--- src/rtl/exc_entry_pkg.sv ---
package exc_entry_pkg;

    localparam int SOFT_W = 2;

    typedef enum logic [1:0] {
        K_BREAK   = 2'd0,
        K_SYSCALL = 2'd1,
        K_COPU    = 2'd2,
        K_TLB     = 2'd3
    } exc_kind_e;

    typedef enum logic [0:0] {
        S_IDLE = 1'b0,
        S_HELD = 1'b1
    } entry_state_e;

    localparam logic [4:0] CODE_INT  = 5'd0;
    localparam logic [4:0] CODE_SYS  = 5'd8;
    localparam logic [4:0] CODE_BRK  = 5'd9;
    localparam logic [4:0] CODE_COPU = 5'd11;

    localparam logic [2:0] RA_STATUS  = 3'd0;
    localparam logic [2:0] RA_CAUSE   = 3'd1;
    localparam logic [2:0] RA_EPC     = 3'd2;
    localparam logic [2:0] RA_BADVA   = 3'd3;
    localparam logic [2:0] RA_CONTEXT = 3'd4;
    localparam logic [2:0] RA_ENTRYHI = 3'd5;

    typedef struct packed {
        logic [31:0] pc;
        logic        dly;
        logic [4:0]  code;
        logic [31:0] vec;
        logic        tlb;
        logic        copu;
        logic [1:0]  cop;
        logic [31:0] vaddr;
    } exc_rec_t;

endpackage

--- src/rtl/exc_req_latch.sv ---
module exc_req_latch
    import exc_entry_pkg::*;
(
    input  logic     clk,
    input  logic     rst_n,
    input  logic     load,
    input  logic     clr,
    input  exc_rec_t din,
    output exc_rec_t q
);

    always_ff @(posedge clk) begin
        if (!rst_n) begin
            q <= '0;
        end else if (load) begin
            q <= din;
        end else if (clr) begin
            q <= '0;
        end
    end

endmodule

--- src/rtl/exc_irq_qual.sv ---
module exc_irq_qual #(
    parameter int IP_W = 8
) (
    input  logic [31:0]     status,
    input  logic [IP_W-1:0] pending,
    output logic            take_ok
);

    logic enabled;
    logic unmasked;

    always_comb begin
        enabled  = (status[2:0] == 3'b001);
        unmasked = |(status[8 +: IP_W] & pending);
        take_ok  = enabled && unmasked;
    end

endmodule

--- src/rtl/exc_cp0_file.sv ---
module exc_cp0_file
    import exc_entry_pkg::*;
#(
    parameter int IRQ_W = 6,
    localparam int IP_W = IRQ_W + SOFT_W
) (
    input  logic            clk,
    input  logic            rst_n,
    input  logic            ent,
    input  logic [31:0]     ent_epc,
    input  logic            ent_bd,
    input  logic [4:0]      ent_code,
    input  logic            ent_copu,
    input  logic [1:0]      ent_cop,
    input  logic            ent_tlb,
    input  logic [31:0]     ent_vaddr,
    input  logic            sw_we,
    input  logic [2:0]      sw_addr,
    input  logic [31:0]     sw_wdata,
    input  logic [IRQ_W-1:0] hw_irq,
    output logic [31:0]     status_q,
    output logic [31:0]     cause_rd,
    output logic [IP_W-1:0] pending,
    output logic [31:0]     rdata
);

    logic              bd_q;
    logic [1:0]        ce_q;
    logic [4:0]        code_q;
    logic [SOFT_W-1:0] soft_q;
    logic [31:0]       epc_q;
    logic [31:0]       bva_q;
    logic [31:0]       ctx_q;
    logic [31:0]       ehi_q;

    always_ff @(posedge clk) begin
        if (!rst_n) begin
            status_q <= '0;
            bd_q     <= 1'b0;
            ce_q     <= '0;
            code_q   <= '0;
            soft_q   <= '0;
            epc_q    <= '0;
            bva_q    <= '0;
            ctx_q    <= '0;
            ehi_q    <= '0;
        end else if (ent) begin
            status_q[1] <= 1'b1;
            epc_q       <= ent_epc;
            bd_q        <= ent_bd;
            code_q      <= ent_code;
            if (ent_copu) begin
                ce_q <= ent_cop;
            end
            if (ent_tlb) begin
                bva_q         <= ent_vaddr;
                ctx_q[22:0]   <= {ent_vaddr[31:13], 4'b0000};
                ehi_q[31:13]  <= ent_vaddr[31:13];
            end
        end else if (sw_we) begin
            case (sw_addr)
                RA_STATUS:  status_q      <= sw_wdata;
                RA_CAUSE:   soft_q        <= sw_wdata[8 +: SOFT_W];
                RA_EPC:     epc_q         <= sw_wdata;
                RA_CONTEXT: ctx_q[31:23]  <= sw_wdata[31:23];
                RA_ENTRYHI: ehi_q         <= sw_wdata;
                default: ;
            endcase
        end
    end

    always_comb begin
        pending          = {hw_irq, soft_q};
        cause_rd         = '0;
        cause_rd[31]     = bd_q;
        cause_rd[29:28]  = ce_q;
        cause_rd[8 +: IP_W] = pending;
        cause_rd[6:2]    = code_q;
    end

    always_comb begin
        case (sw_addr)
            RA_STATUS:  rdata = status_q;
            RA_CAUSE:   rdata = cause_rd;
            RA_EPC:     rdata = epc_q;
            RA_BADVA:   rdata = bva_q;
            RA_CONTEXT: rdata = ctx_q;
            RA_ENTRYHI: rdata = ehi_q;
            default:    rdata = '0;
        endcase
    end

endmodule

--- src/rtl/exc_entry_ctl.sv ---
module exc_entry_ctl
    import exc_entry_pkg::*;
#(
    parameter int          IRQ_W   = 6,
    parameter logic [31:0] GEN_VEC = 32'h8000_0180
) (
    input  logic             clk,
    input  logic             rst_n,
    input  logic             exc_req,
    input  logic [1:0]       exc_kind,
    input  logic [1:0]       exc_cop,
    input  logic [4:0]       tlb_code,
    input  logic [31:0]      tlb_vec,
    input  logic [31:0]      tlb_vaddr,
    input  logic [31:0]      pc_in,
    input  logic             pc_in_dslot,
    input  logic             commit_pt,
    input  logic [IRQ_W-1:0] irq_in,
    input  logic             cp_we,
    input  logic [2:0]       cp_addr,
    input  logic [31:0]      cp_wdata,
    output logic [31:0]      cp_rdata,
    output logic             redir_valid,
    output logic [31:0]      redir_pc,
    output logic             dup_req_err
);

    localparam int IP_W = IRQ_W + SOFT_W;

    entry_state_e    state_q, state_d;
    exc_rec_t        new_rec, held_rec, ent_rec;
    logic            irq_ok;
    logic            take_exc, take_irq, enter;
    logic            cap;
    logic [31:0]     ent_epc;
    logic [31:0]     status_q;
    logic [31:0]     cause_rd;
    logic [IP_W-1:0] pending;

    // Decode the incoming request into a record
    always_comb begin
        new_rec       = '0;
        new_rec.pc    = pc_in;
        new_rec.dly   = pc_in_dslot;
        new_rec.vec   = GEN_VEC;
        new_rec.vaddr = tlb_vaddr;
        new_rec.cop   = exc_cop;
        unique case (exc_kind)
            K_BREAK:   new_rec.code = CODE_BRK;
            K_SYSCALL: new_rec.code = CODE_SYS;
            K_COPU: begin
                new_rec.code = CODE_COPU;
                new_rec.copu = 1'b1;
            end
            K_TLB: begin
                new_rec.code = tlb_code;
                new_rec.vec  = tlb_vec;
                new_rec.tlb  = 1'b1;
            end
        endcase
    end

    // Next-state and entry decisions
    always_comb begin
        state_d  = state_q;
        take_exc = 1'b0;
        take_irq = 1'b0;
        unique case (state_q)
            S_IDLE: begin
                if (exc_req) begin
                    state_d = S_HELD;
                end else if (commit_pt && irq_ok) begin
                    take_irq = 1'b1;
                end
            end
            S_HELD: begin
                if (commit_pt) begin
                    take_exc = 1'b1;
                    state_d  = S_IDLE;
                end
            end
        endcase
    end

    always_ff @(posedge clk) begin
        if (!rst_n) begin
            state_q <= S_IDLE;
        end else begin
            state_q <= state_d;
        end
    end

    always_comb begin
        cap   = (state_q == S_IDLE) && exc_req;
        enter = take_exc || take_irq;
        if (take_exc) begin
            ent_rec = held_rec;
        end else begin
            ent_rec      = '0;
            ent_rec.pc   = pc_in;
            ent_rec.dly  = pc_in_dslot;
            ent_rec.code = CODE_INT;
            ent_rec.vec  = GEN_VEC;
        end
        ent_epc = ent_rec.dly ? (ent_rec.pc - 32'd4) : ent_rec.pc;
    end

    // Registered outputs
    always_ff @(posedge clk) begin
        if (!rst_n) begin
            redir_valid <= 1'b0;
            redir_pc    <= '0;
            dup_req_err <= 1'b0;
        end else begin
            redir_valid <= enter;
            if (enter) begin
                redir_pc <= ent_rec.vec;
            end
            dup_req_err <= (state_q == S_HELD) && exc_req;
        end
    end

    exc_req_latch u_latch (
        .clk   (clk),
        .rst_n (rst_n),
        .load  (cap),
        .clr   (take_exc),
        .din   (new_rec),
        .q     (held_rec)
    );

    exc_irq_qual #(.IP_W(IP_W)) u_qual (
        .status  (status_q),
        .pending (pending),
        .take_ok (irq_ok)
    );

    exc_cp0_file #(.IRQ_W(IRQ_W)) u_regs (
        .clk       (clk),
        .rst_n     (rst_n),
        .ent       (enter),
        .ent_epc   (ent_epc),
        .ent_bd    (ent_rec.dly),
        .ent_code  (ent_rec.code),
        .ent_copu  (ent_rec.copu),
        .ent_cop   (ent_rec.cop),
        .ent_tlb   (ent_rec.tlb),
        .ent_vaddr (ent_rec.vaddr),
        .sw_we     (cp_we),
        .sw_addr   (cp_addr),
        .sw_wdata  (cp_wdata),
        .hw_irq    (irq_in),
        .status_q  (status_q),
        .cause_rd  (cause_rd),
        .pending   (pending),
        .rdata     (cp_rdata)
    );

endmodule

--- config.mk ---
export PLATFORM = sky130hd
export DESIGN_NAME = exc_entry_ctl
export DESIGN_NICKNAME = d
export VERILOG_FILES = /design/src/rtl/exc_entry_pkg.sv /design/src/rtl/exc_req_latch.sv /design/src/rtl/exc_irq_qual.sv /design/src/rtl/exc_cp0_file.sv /design/src/rtl/exc_entry_ctl.sv
export SDC_FILE = /design/constraint.sdc
export NUM_CORES = 1
export LEC_CHECK = 0
export CORE_MARGIN = 2
export CORE_UTILIZATION = 45
export CTS_BUF_LIST = sky130_fd_sc_hd__clkbuf_4 sky130_fd_sc_hd__clkbuf_8
export CTS_CLUSTER_DIAMETER = 200
export DETAILED_ROUTE_END_ITERATION = 6
export DONT_BUFFER_PORTS = 1
export GPL_ROUTABILITY_DRIVEN = 0
export HOLD_SLACK_MARGIN = 0.02
export RECOVER_POWER = 100
export REMOVE_ABC_BUFFERS = 1
export SKIP_CTS_REPAIR_TIMING = 1
export SYNTH_ARGS = -nofsm -noshare
export SYNTH_HDL_FRONTEND = slang
export SYNTH_HIERARCHICAL = 1
export SYNTH_SLANG_ARGS = --single-unit
--- constraint.sdc ---
create_clock -name clk -period 10.52 [get_ports clk]
set_clock_uncertainty 0.2 [all_clocks]
set_input_delay 0.526 -clock clk [delete_from_list [all_inputs] [get_ports clk]]
set_output_delay 0.526 -clock clk [all_outputs]
set_load 0.05 [all_outputs]
==> results of run 1 <==
layout make-up:
type	count	area (sq um)
Tap cell	402	503
Sequential cell	288	5770
Clock inverter	6	80.1
Timing Repair Buffer	186	1720
Clock buffer	82	991
Antenna cell	1	2.50
Inverter	12	45.0
Multi-Input combinational cell	1190	7640
Fill cell	2960	14800
critical path, cell delays in order, from the launching register on:
cell,delay (ns)
dfxtp_1,0.30
clkbuf_1,2.16
o21ai_0,0.34
clkbuf_1,0.72
inv_1,0.63
buf_4,0.50
or3b_1,0.77
buf_4,0.48
o211ai_1,0.13
o21ai_0,0.11
dlygate4sd3_1,0.57
metrics by stage:
step                      utilization (%)  cells  setup slack [ns]  area [sq um]  hold slack, ns
after floorplan                         -   1490              3.60         13500           0.233
after global placement               45.2   1929              6.44         14300           0.238
after detailed placement             45.2   1929              6.44         14300           0.247
after CTS                            48.6   2017              6.47         15300          -0.117
after global routing                 53.1   2166              2.95         16700          0.0225
final                                53.1   2167              3.50         16800          0.0106
power groups by stage:
| stage | clock [mW] | sequential [mW] | combinational, mW |
|---|---|---|---|
| after floorplan | 0 | 1.18 | 0.172 |
| after global placement | 0 | 1.18 | 0.228 |
| after detailed placement | 0 | 1.18 | 0.231 |
| after CTS | 1.12 | 1.16 | 0.232 |
| after global routing | 1.17 | 1.16 | 0.312 |
| final | 1.10 | 1.16 | 0.289 |
state kept, by name (all words and copies together) (netlist names):
register,count
dup_req_err,1
redir_pc,32
redir_valid,1
state_q,1
u_latch/q,106
u_regs/bd_q,1
u_regs/bva_q,32
u_regs/ce_q,2
u_regs/code_q,5
u_regs/ctx_q,9
u_regs/ehi_q,32
u_regs/epc_q,32
u_regs/soft_q,2
u_regs/status_q,32
how the worst max path moves through the flow:
stage          startpoint             endpoint  depth (start not counted)
6_report          state_q  u_regs/status_q[31]                         10
5_1_grt           state_q  u_regs/status_q[19]                         10
4_1_cts           state_q      u_regs/epc_q[8]                         12
3_5_place_dp    irq_in[1]     u_regs/ehi_q[27]                         12
3_3_place_gp    irq_in[5]     u_regs/ehi_q[24]                         12
2_1_floorplan     state_q       u_latch/q[102]                          3
per-layer routing:
layer / part of all wire, % / wire length, um
met2: 45 / 21600
met3: 9.5 / 4590
met4: 3.0 / 1460
met5: 0.050 / 24
met1: 43 / 20700
==> impl_results.md, run 1 <==
- Ys Warns: 6
- Row count: 65
- I/O Buffers: 0
- Drt first-iter violations: 1258
- Mapped Cells: 1659
- Setup Total Neg Slack: 0 ns
- Htree depth: 2
- Final Setup Violations: 0
- Commonest non-fill, non-tap cell in the layout: dfxtp_1
- Slew margin rel.: -166%
- Met2 usage: 40.0%
- Root Driver: clkbuf_8
- Clock share of power: 43.3%
- Hold endpoint: u_regs/epc_q[17]
- Crit end category: flip-flop
- Vias/cell: 6.05
- PD cells: 152 nW/um^2
- Post-route ant nets: 0
- Initial antenna violation count: 3
- Max clock buf depth: 3
- RSZ-0062 raised after global routing: no
- Fin. Hold Viols: 0
- Combinational share of power: 11.3%
- Worst path required time: 10.83 ns
- Pwr Total: 2.55 mW
- Worst R2R Path Depth: 10
- Area grow syn2layout: 16.3%
- TritonCTS clock tree: done
- Reg power frac: 45.4%
- Max-slew violations: 263
- CP Data Arrival Time: 7.33 ns
- Worst min-delay path startpoint: cp_wdata[17]
- Min-Delay Path Depth: 2
- Num CTS Buffers: 51
- Max-Cap Viols: 12
- DP Wirelength: 27.6 mm
- Syn Area/Cell: 8.68 sq um
- Worst Tran Pin Value: 3.99 ns
- RR Endpoint: u_regs/status_q[31]
- Critical register-to-register path startpoint: state_q
- CP max FO: 69
- Clock latency on the worst-skew pair: 0.56 ns
- First-pass GRT wire length: 69.0 mm
- Die height: 183 um
- Max Freq: 0.143 GHz
- Fin crit period: 7.02 ns
- Initial Util: 45.6%
- Sw Ratio: 26.0%
- Synthesized cell area: 14400 sq um
- Gr busiest metal: met2
- Drt pass-1 iters: 6
- Most frequent cells in the layout: dfxtp_1 (288), nand2_1 (164), dlygate4sd3_1 (147)
- Chip width: 183 um
- CP Launch Type: flip-flop
- Clock-pin slew on the worst setup and hold paths: 0.06 ns
- Gr ovfl total: 0
- Switching pwr: 0.664 mW
- Layout cell share with drive strength beyond 1: 10.8%
- GR Util met1: 35.3%
- Status: complete, but fails checks
- WS Path Type: reg -> reg
- Failing checks: max-capacitance violations, max-slew violations
- R2R setup slack: 3.50 ns
- Die Area: 33400 sq um
- # DRC: 0
- I/O Pins: 218
- Cell internal pwr: 1.89 mW
- Avg WL per Cell: 22.3 um
- Static Leak: 6.24 nW
- Vias: 13114
- GRT Util Overall: 26.0%
- Final WL: 48.4 mm
- Met3 Use GR: 7.03%
- Layout Nets: 1882
- Worst hold path type: in -> reg
- Number of global-route vias before repair: 11841
- Pin count of the biggest net entering global routing: 211
- Area of the core: 31600 sq um
- Final period util: 66.7%
- Clk sinks: 288
- Worst vdd ir: 0.0922 mV
No activity file was read; power rests on OpenSTA's default activity.
==> run 2: changes to the inputs <==
Settings changed: ABC_AREA set to 1.
Clock period 10.52 ns to 6.3 ns, I/O delays scaled along.
==> run 2 against run 1 <==
The flow finishes with violations (negative hold slack, max-capacitance violations, max-slew violations). Sequential power rose by 66%. Sequential share of layout area fell by 0.90 points. Worst hold slack got worse by 0.040 ns. Synthesized cell count rose by 41%. Synthesized area rose by 2.7%. Final cell count rose by 34%. Combinational power rose by 90%. Sequential cell count did not move. Non-clock buffer count fell by 22. Routed wire length rose by 0.67%. Critical endpoint is now u_regs/ehi_q[12].
==> impl_results.md, run 2 <==
- Final WL: 48.7 mm (+0.67%)
- Initial antenna violation count: 3 (unchanged)
- Vias: 14917 (+14%)
- Num CTS Buffers: 50 (-2.0%)
- Critical Path Most Common Cell: nand2_1
- Reg power frac: 45.1% (-0.3 points)
- Drt first-iter violations: 1046 (-17%)
- Pin count of the biggest net entering global routing: 119 (-44%)
- Switching pwr: 1.21 mW (+82%)
- Vias/cell: 5.14 (-15%)
- Layout cell share with drive strength beyond 1: 6.92% (-3.8 points)
- Final period util: 74.8% (+8.1 points)
- Slew margin rel.: -113% (+53 points)
- Most frequent cells in the layout: nand2_1 (713), nor2_1 (368), dfxtp_1 (288)
- Initial Util: 45.6% (-0.060 points)
- Pwr Total: 4.28 mW (+68%)
- Crit-path slowest cell: clkinvlp_2
- FF+latch area: 5770 sq um (unchanged)
- Root Driver: clkbuf_8
- Layout Nets: 2574 (+37%)
- Synthesized cell area: 14800 sq um (+2.7%)
- Clk sinks: 288 (unchanged)
- Commonest non-fill, non-tap cell in the layout: nand2_1
- Syn Area/Cell: 6.31 sq um (-27%)
- Die Area: 34300 sq um (+2.6%)
- Crit end category: flip-flop
- Setup Total Neg Slack: 0 ns (unchanged)
- Worst Tran Pin Value: 3.19 ns (-0.796 ns)
- DP Wirelength: 31.3 mm (+13%)
- Biggest register: u_latch/q
- Clock-pin slew on the worst setup and hold paths: 0.06 ns (about the same)
- Max clock buf depth: 3 (unchanged)
- Worst hold path type: in -> reg
- Area grow syn2layout: 16.3% (about the same)
- Max-Cap Viols: 4 (-8)
- Final hold slack: -0.0299 ns (-0.0405 ns)
- Fill count: 3292 (+11%)
- Die height: 185 um (+1.3%)
- Static Leak: 7.22 nW (+16%)
- Cell internal pwr: 3.07 mW (+63%)
- TritonCTS clock tree: done
- Ys Warns: 6 (unchanged)
- Max FFs per register: 106 (unchanged)
- Clock share of power: 42.1% (-1.2 points)
- Worst path required time: 6.60 ns (-4.23 ns)
- Worst-path cell chain: nand2_1 > nand2_1 > nor2_1 > a21oi_1 > o211ai_1 > clkinv_1 > clkinvlp_2 > nand2_1 > nor2_1 > buf_4 > o21ai_0 > a21oi_1 > dlygate4sd3_1
- Area of the core: 32500 sq um (+2.8%)
- Worst vdd ir: 0.155 mV (+68%)
- Combined area of the multi-input logic cells: 7230 sq um (-5.4%)
- RSZ-0062 raised after global routing: no
- Gr ovfl total: 0 (unchanged)
- Drt pass-1 iters: 5 (-1)
- Max Freq: 0.212 GHz (+49%)
- First-pass GRT wire length: 73.2 mm (+6.2%)
- Post-route ant nets: 0 (unchanged)
- CP max FO: 36 (-48%)
- CP Launch Type: flip-flop
- Row count: 66 (+1.5%)
- Chip width: 185 um (+1.3%)
- Number of global-route vias before repair: 13380 (+13%)
- Max-slew violations: 101 (-62%)
- CP Data Arrival Time: 5.01 ns (-2.32 ns)
- Fin. Hold Viols: 1 (+1)
- Mapped Cells: 2343 (+41%)
- GRT Util Overall: 27.2% (+1.2 points)
- Sw Ratio: 28.2% (+2.2 points)
- Final Setup Violations: 0 (unchanged)
- I/O Pins: 218 (unchanged)
- Clock latency on the worst-skew pair: 0.61 ns (+0.05 ns)
- Htree depth: 2 (unchanged)
- Avg WL per Cell: 16.8 um (-25%)
- # DRC: 0 (unchanged)
- CP peak stage delay: 1.15 ns (-1.01 ns)
- Fin crit period: 4.71 ns (-2.31 ns)
- PD cells: 249 nW/um^2 (+63%)
- WS Path Type: reg -> reg
- I/O Buffers: 0 (unchanged)
- Combinational share of power: 12.8% (+1.5 points)
- Status: complete, but fails checks
- Failing checks: negative hold slack, max-capacitance violations, max-slew violations
run 2: power groups by stage:
stage	clock, mW	sequential (mW)	combinational, mW
floorplan	0	1.96	0.322
global placement	0	1.97	0.446
detailed placement	0	1.97	0.452
CTS	1.83	1.93	0.454
global route	1.92	1.94	0.607
finish	1.80	1.93	0.549
run 2: critical path: cells and delay by family (launching register included):
| kind | cells | cell delay, ns |
|---|---|---|
| compound gates | 4 | 0.49 |
| buf+inv | 4 | 2.11 |
| simple gates | 5 | 1.45 |
| flops | 1 | 0.34 |
run 2: metal layers:
metal | vias up | wire length [um] | global-route usage (%)
met5 | - | 0 | 0
met2 | 536 | 21600 | 42.5
li1 | 7416 | - | -
met1 | 6857 | 21100 | 34.7
met3 | 108 | 4180 | 7.90
met4 | 0 | 1860 | 11.8
run 2: worst paths after layout:
kind	to	depth (start not counted)	slack [ns]	start
worst max-delay path	u_regs/ehi_q[12]	13	1.59	u_regs/status_q[12]
worst max register to register	u_regs/ehi_q[12]	13	1.59	u_regs/status_q[12]
worst min register to register	redir_pc[19]	2	0.24	u_latch/q[55]
worst min-delay path	u_regs/epc_q[25]	5	-0.03	cp_we
run 2: layout make-up:
type	count	share of cell area (%)
well taps	442	3.22
multi-input cells	1653	42.0
repair buffers	164	9.35
clock buffers	82	5.87
clock inverters	5	0.189
diodes	3	0.0436
flip-flops and latches	288	33.5
inverters	264	5.79
run 2: per-stage QoR:
| stage | util (%) | instances | worst slack [ns] | cell area, sq um | hold slack (ns) |
|---|---|---|---|---|---|
| after floorplan | - | 2205 | 1.18 | 14000 | 0.224 |
| after CTS | 48.5 | 2748 | 2.60 | 15700 | -0.394 |
| after global routing | 53.0 | 2901 | 1.31 | 17200 | 0.0134 |
| final | 53.0 | 2901 | 1.59 | 17200 | -0.0299 |
| after global placement | 45.2 | 2661 | 2.76 | 14700 | 0.243 |
| after detailed placement | 45.2 | 2661 | 2.64 | 14700 | 0.247 |
==> run 3: changes to the inputs <==
Clock period 6.3 ns to 4.6 ns, I/O delays scaled along.
==> run 3 against run 2 <==
The flow finishes with violations (max-capacitance violations, max-slew violations). Via count grew 0.66%. Critical path depth grew 1. Core utilization grew 1.5 points. Sequential cell count is the same. Die area is the same. Critical path type unchanged. Highest routed layer unchanged.
==> impl_results.md, run 3 (same netlist as run 2, synthesis figures left out) <==
- Max-Cap Viols: 3 (-1)
- RSZ-0062 raised after global routing: no
- Hold endpoint: u_latch/q[43]
- Status: complete, but fails checks
- Layout cell share with drive strength beyond 1: 7.23% (+0.31 points)
- Slew margin rel.: -21.3% (+92 points)
- TritonCTS clock tree: done
- Post-route ant nets: 0 (unchanged)
- Max Freq: 0.244 GHz (+15%)
- # DRC: 0 (unchanged)
- CP max FO: 31 (-14%)
- R2R setup slack: 0.50 ns (-1.09 ns)
- CP Launch Type: flip-flop
- Cell internal pwr: 4.60 mW (+50%)
- Static Leak: 7.38 nW (+2.2%)
- Die height: 185 um (unchanged)
- Worst Tran Pin Value: 1.82 ns (-1.38 ns)
- Combinational share of power: 12.3% (-0.5 points)
- Num CTS Buffers: 50 (unchanged)
- Final worst setup slack: 0.501 ns (-1.09 ns)
- WS Path Type: reg -> reg
- Worst vdd ir: 0.379 mV (+140%)
- Gr ovfl total: 0 (unchanged)
- Most frequent cells in the layout: nand2_1 (714), nor2_1 (369), dfxtp_1 (288)
- FF+latch area: 5770 sq um (unchanged)
- I/O Buffers: 0 (unchanged)
- Fin. Hold Viols: 0 (-1)
- Layout Nets: 2601 (+1.0%)
- Crit end category: flip-flop
- Switching pwr: 1.68 mW (+39%)
- Sw Ratio: 26.7% (-1.5 points)
- First-pass GRT wire length: 72.7 mm (-0.71%)
- Setup Total Neg Slack: 0 ns (unchanged)
- Clock share of power: 45.5% (+3.4 points)
- Critical register-to-register path startpoint: u_regs/status_q[12]
- Drt first-iter violations: 1225 (+17%)
- Chip width: 185 um (unchanged)
- Max-slew violations: 117 (+16%)
- Worst R2R Path Depth: 14 (+1)
- Worst hold path type: in -> reg
- Worst min-delay path startpoint: rst_n
- Biggest register: u_latch/q
- Inst Count DP: 2662 (+0.038%)
- Final non-filler cell total: 2935 (+1.2%)
- CP Data Arrival Time: 4.38 ns (-0.63 ns)
- PD cells: 355 nW/um^2 (+43%)
- Die Area: 34300 sq um (unchanged)
- Drt pass-1 iters: 5 (unchanged)
- I/O Pins: 218 (unchanged)
- Failing checks: max-capacitance violations, max-slew violations
- Reg power frac: 42.1% (-3.0 points)
- Clock-pin slew on the worst setup and hold paths: 0.06 ns (about the same)
- Final hold slack: 0.00344 ns (+0.0334 ns)
- Htree depth: 2 (unchanged)
- Avg WL per Cell: 16.8 um (about the same)
- Fill count: 3308 (+0.49%)
- Combined area of the multi-input logic cells: 7210 sq um (-0.19%)
- Clock latency on the worst-skew pair: 0.61 ns (about the same)
- Max clock buf depth: 3 (unchanged)
- Vias: 15016 (+0.66%)
- Row count: 66 (unchanged)
- Final Setup Violations: 0 (unchanged)
- Pin count of the biggest net entering global routing: 119 (unchanged)
- Worst path required time: 4.88 ns (-1.72 ns)
- Final WL: 49.3 mm (+1.2%)
- RR Endpoint: u_regs/ctx_q[31]
- Clk sinks: 288 (unchanged)
- Initial Util: 45.6% (unchanged)
- Post-Place Setup Slack: 1.28 ns (-1.36 ns)
- GRT Util Overall: 27.0% (-0.11 points)
- Initial antenna violation count: 4 (+1)
- Number of global-route vias before repair: 13152 (-1.7%)
- Area grow syn2layout: 19.5%
- Post-layout util: 54.5% (+1.5 points)
- Commonest non-fill, non-tap cell in the layout: nand2_1
- Min-Delay Path Depth: 2 (-3)
- Final period util: 89.1% (+14 points)
- Max FFs per register: 106 (unchanged)
- Area of the core: 32500 sq um (unchanged)
- Vias/cell: 5.12 (-0.50%)
- DP Wirelength: 30.9 mm (-1.1%)
- Root Driver: clkbuf_8
- Fin crit period: 4.10 ns (-0.613 ns)
[run 3: changes by cell type in the layout (fill, tap and decap cells not counted), moves of 2 or more]
cell	before	now
bufinv_16	0	5
clkbuf_4	19	17
clkbuf_8	63	69
clkinv_2	4	1
dlygate4sd3_1	149	175
inv_2	11	13
nand3_1	90	88
nand3_2	2	4
[run 3: power groups by stage]
stage,sequential (mW),combinational (mW),clock [mW]
5_1_grt,2.65,0.850,3.02
3_3_place_gp,2.69,0.613,0
3_5_place_dp,2.70,0.622,0
2_1_floorplan,2.69,0.441,0
6_report,2.64,0.773,2.86
4_1_cts,2.64,0.625,2.92
[run 3: cell type report]
cell class,instances,share of cell area (%)
clock inverters,7,0.949
diodes,4,0.0566
well taps,442,3.13
flip-flops and latches,288,32.6
multi-input cells,1653,40.8
clock buffers,86,6.10
repair buffers,191,10.7
inverters,264,5.64
[run 3: worst max-delay path by stage]
stage | startpoint | end | cells past startpoint
3_3_place_gp | u_regs/status_q[12] | u_regs/ehi_q[15] | 14
2_1_floorplan | state_q | u_regs/ehi_q[13] | 10
4_1_cts | u_regs/status_q[12] | u_regs/ehi_q[20] | 14
5_1_grt | u_regs/status_q[12] | u_regs/ctx_q[31] | 14
6_report | u_regs/status_q[12] | u_regs/ctx_q[31] | 14
3_5_place_dp | u_regs/status_q[13] | u_regs/ehi_q[17] | 14
[run 3: stage by stage]
| stage | cell area [sq um] | total power, mW |
|---|---|---|
| 6_report | 17700 | 6.27 |
| 5_1_grt | 17700 | 6.52 |
| 4_1_cts | 15900 | 6.18 |
| 3_5_place_dp | 14700 | 3.32 |
| 3_3_place_gp | 14700 | 3.31 |
| 2_1_floorplan | 14000 | 3.13 |
[run 3: critical path: stages, from the launching register on]
cell and delay [ns]:
dfxtp_1 0.32, nand2_1 0.10, nand2_1 0.06, nor2_1 0.13, a21oi_1 0.14, o211ai_1 0.18
buf_4 0.36, inv_1 0.14, clkinvlp_2 0.11, nand2_1 0.20, nor2_1 0.87, inv_2 0.34
nor2_1 0.17, nor2_1 0.06, dlygate4sd3_1 0.55
[run 3: metal layers]
metal | track usage (%) | vias up | wire length, um | part of all wire, %
li1 | - | 7467 | - | -
met5 | 0 | - | 0 | 0
met1 | 35.3 | 6913 | 21300 | 43
met2 | 42.4 | 536 | 22200 | 45
met4 | 10.4 | 0 | 1580 | 3.2
met3 | 7.47 | 100 | 4160 | 8.4
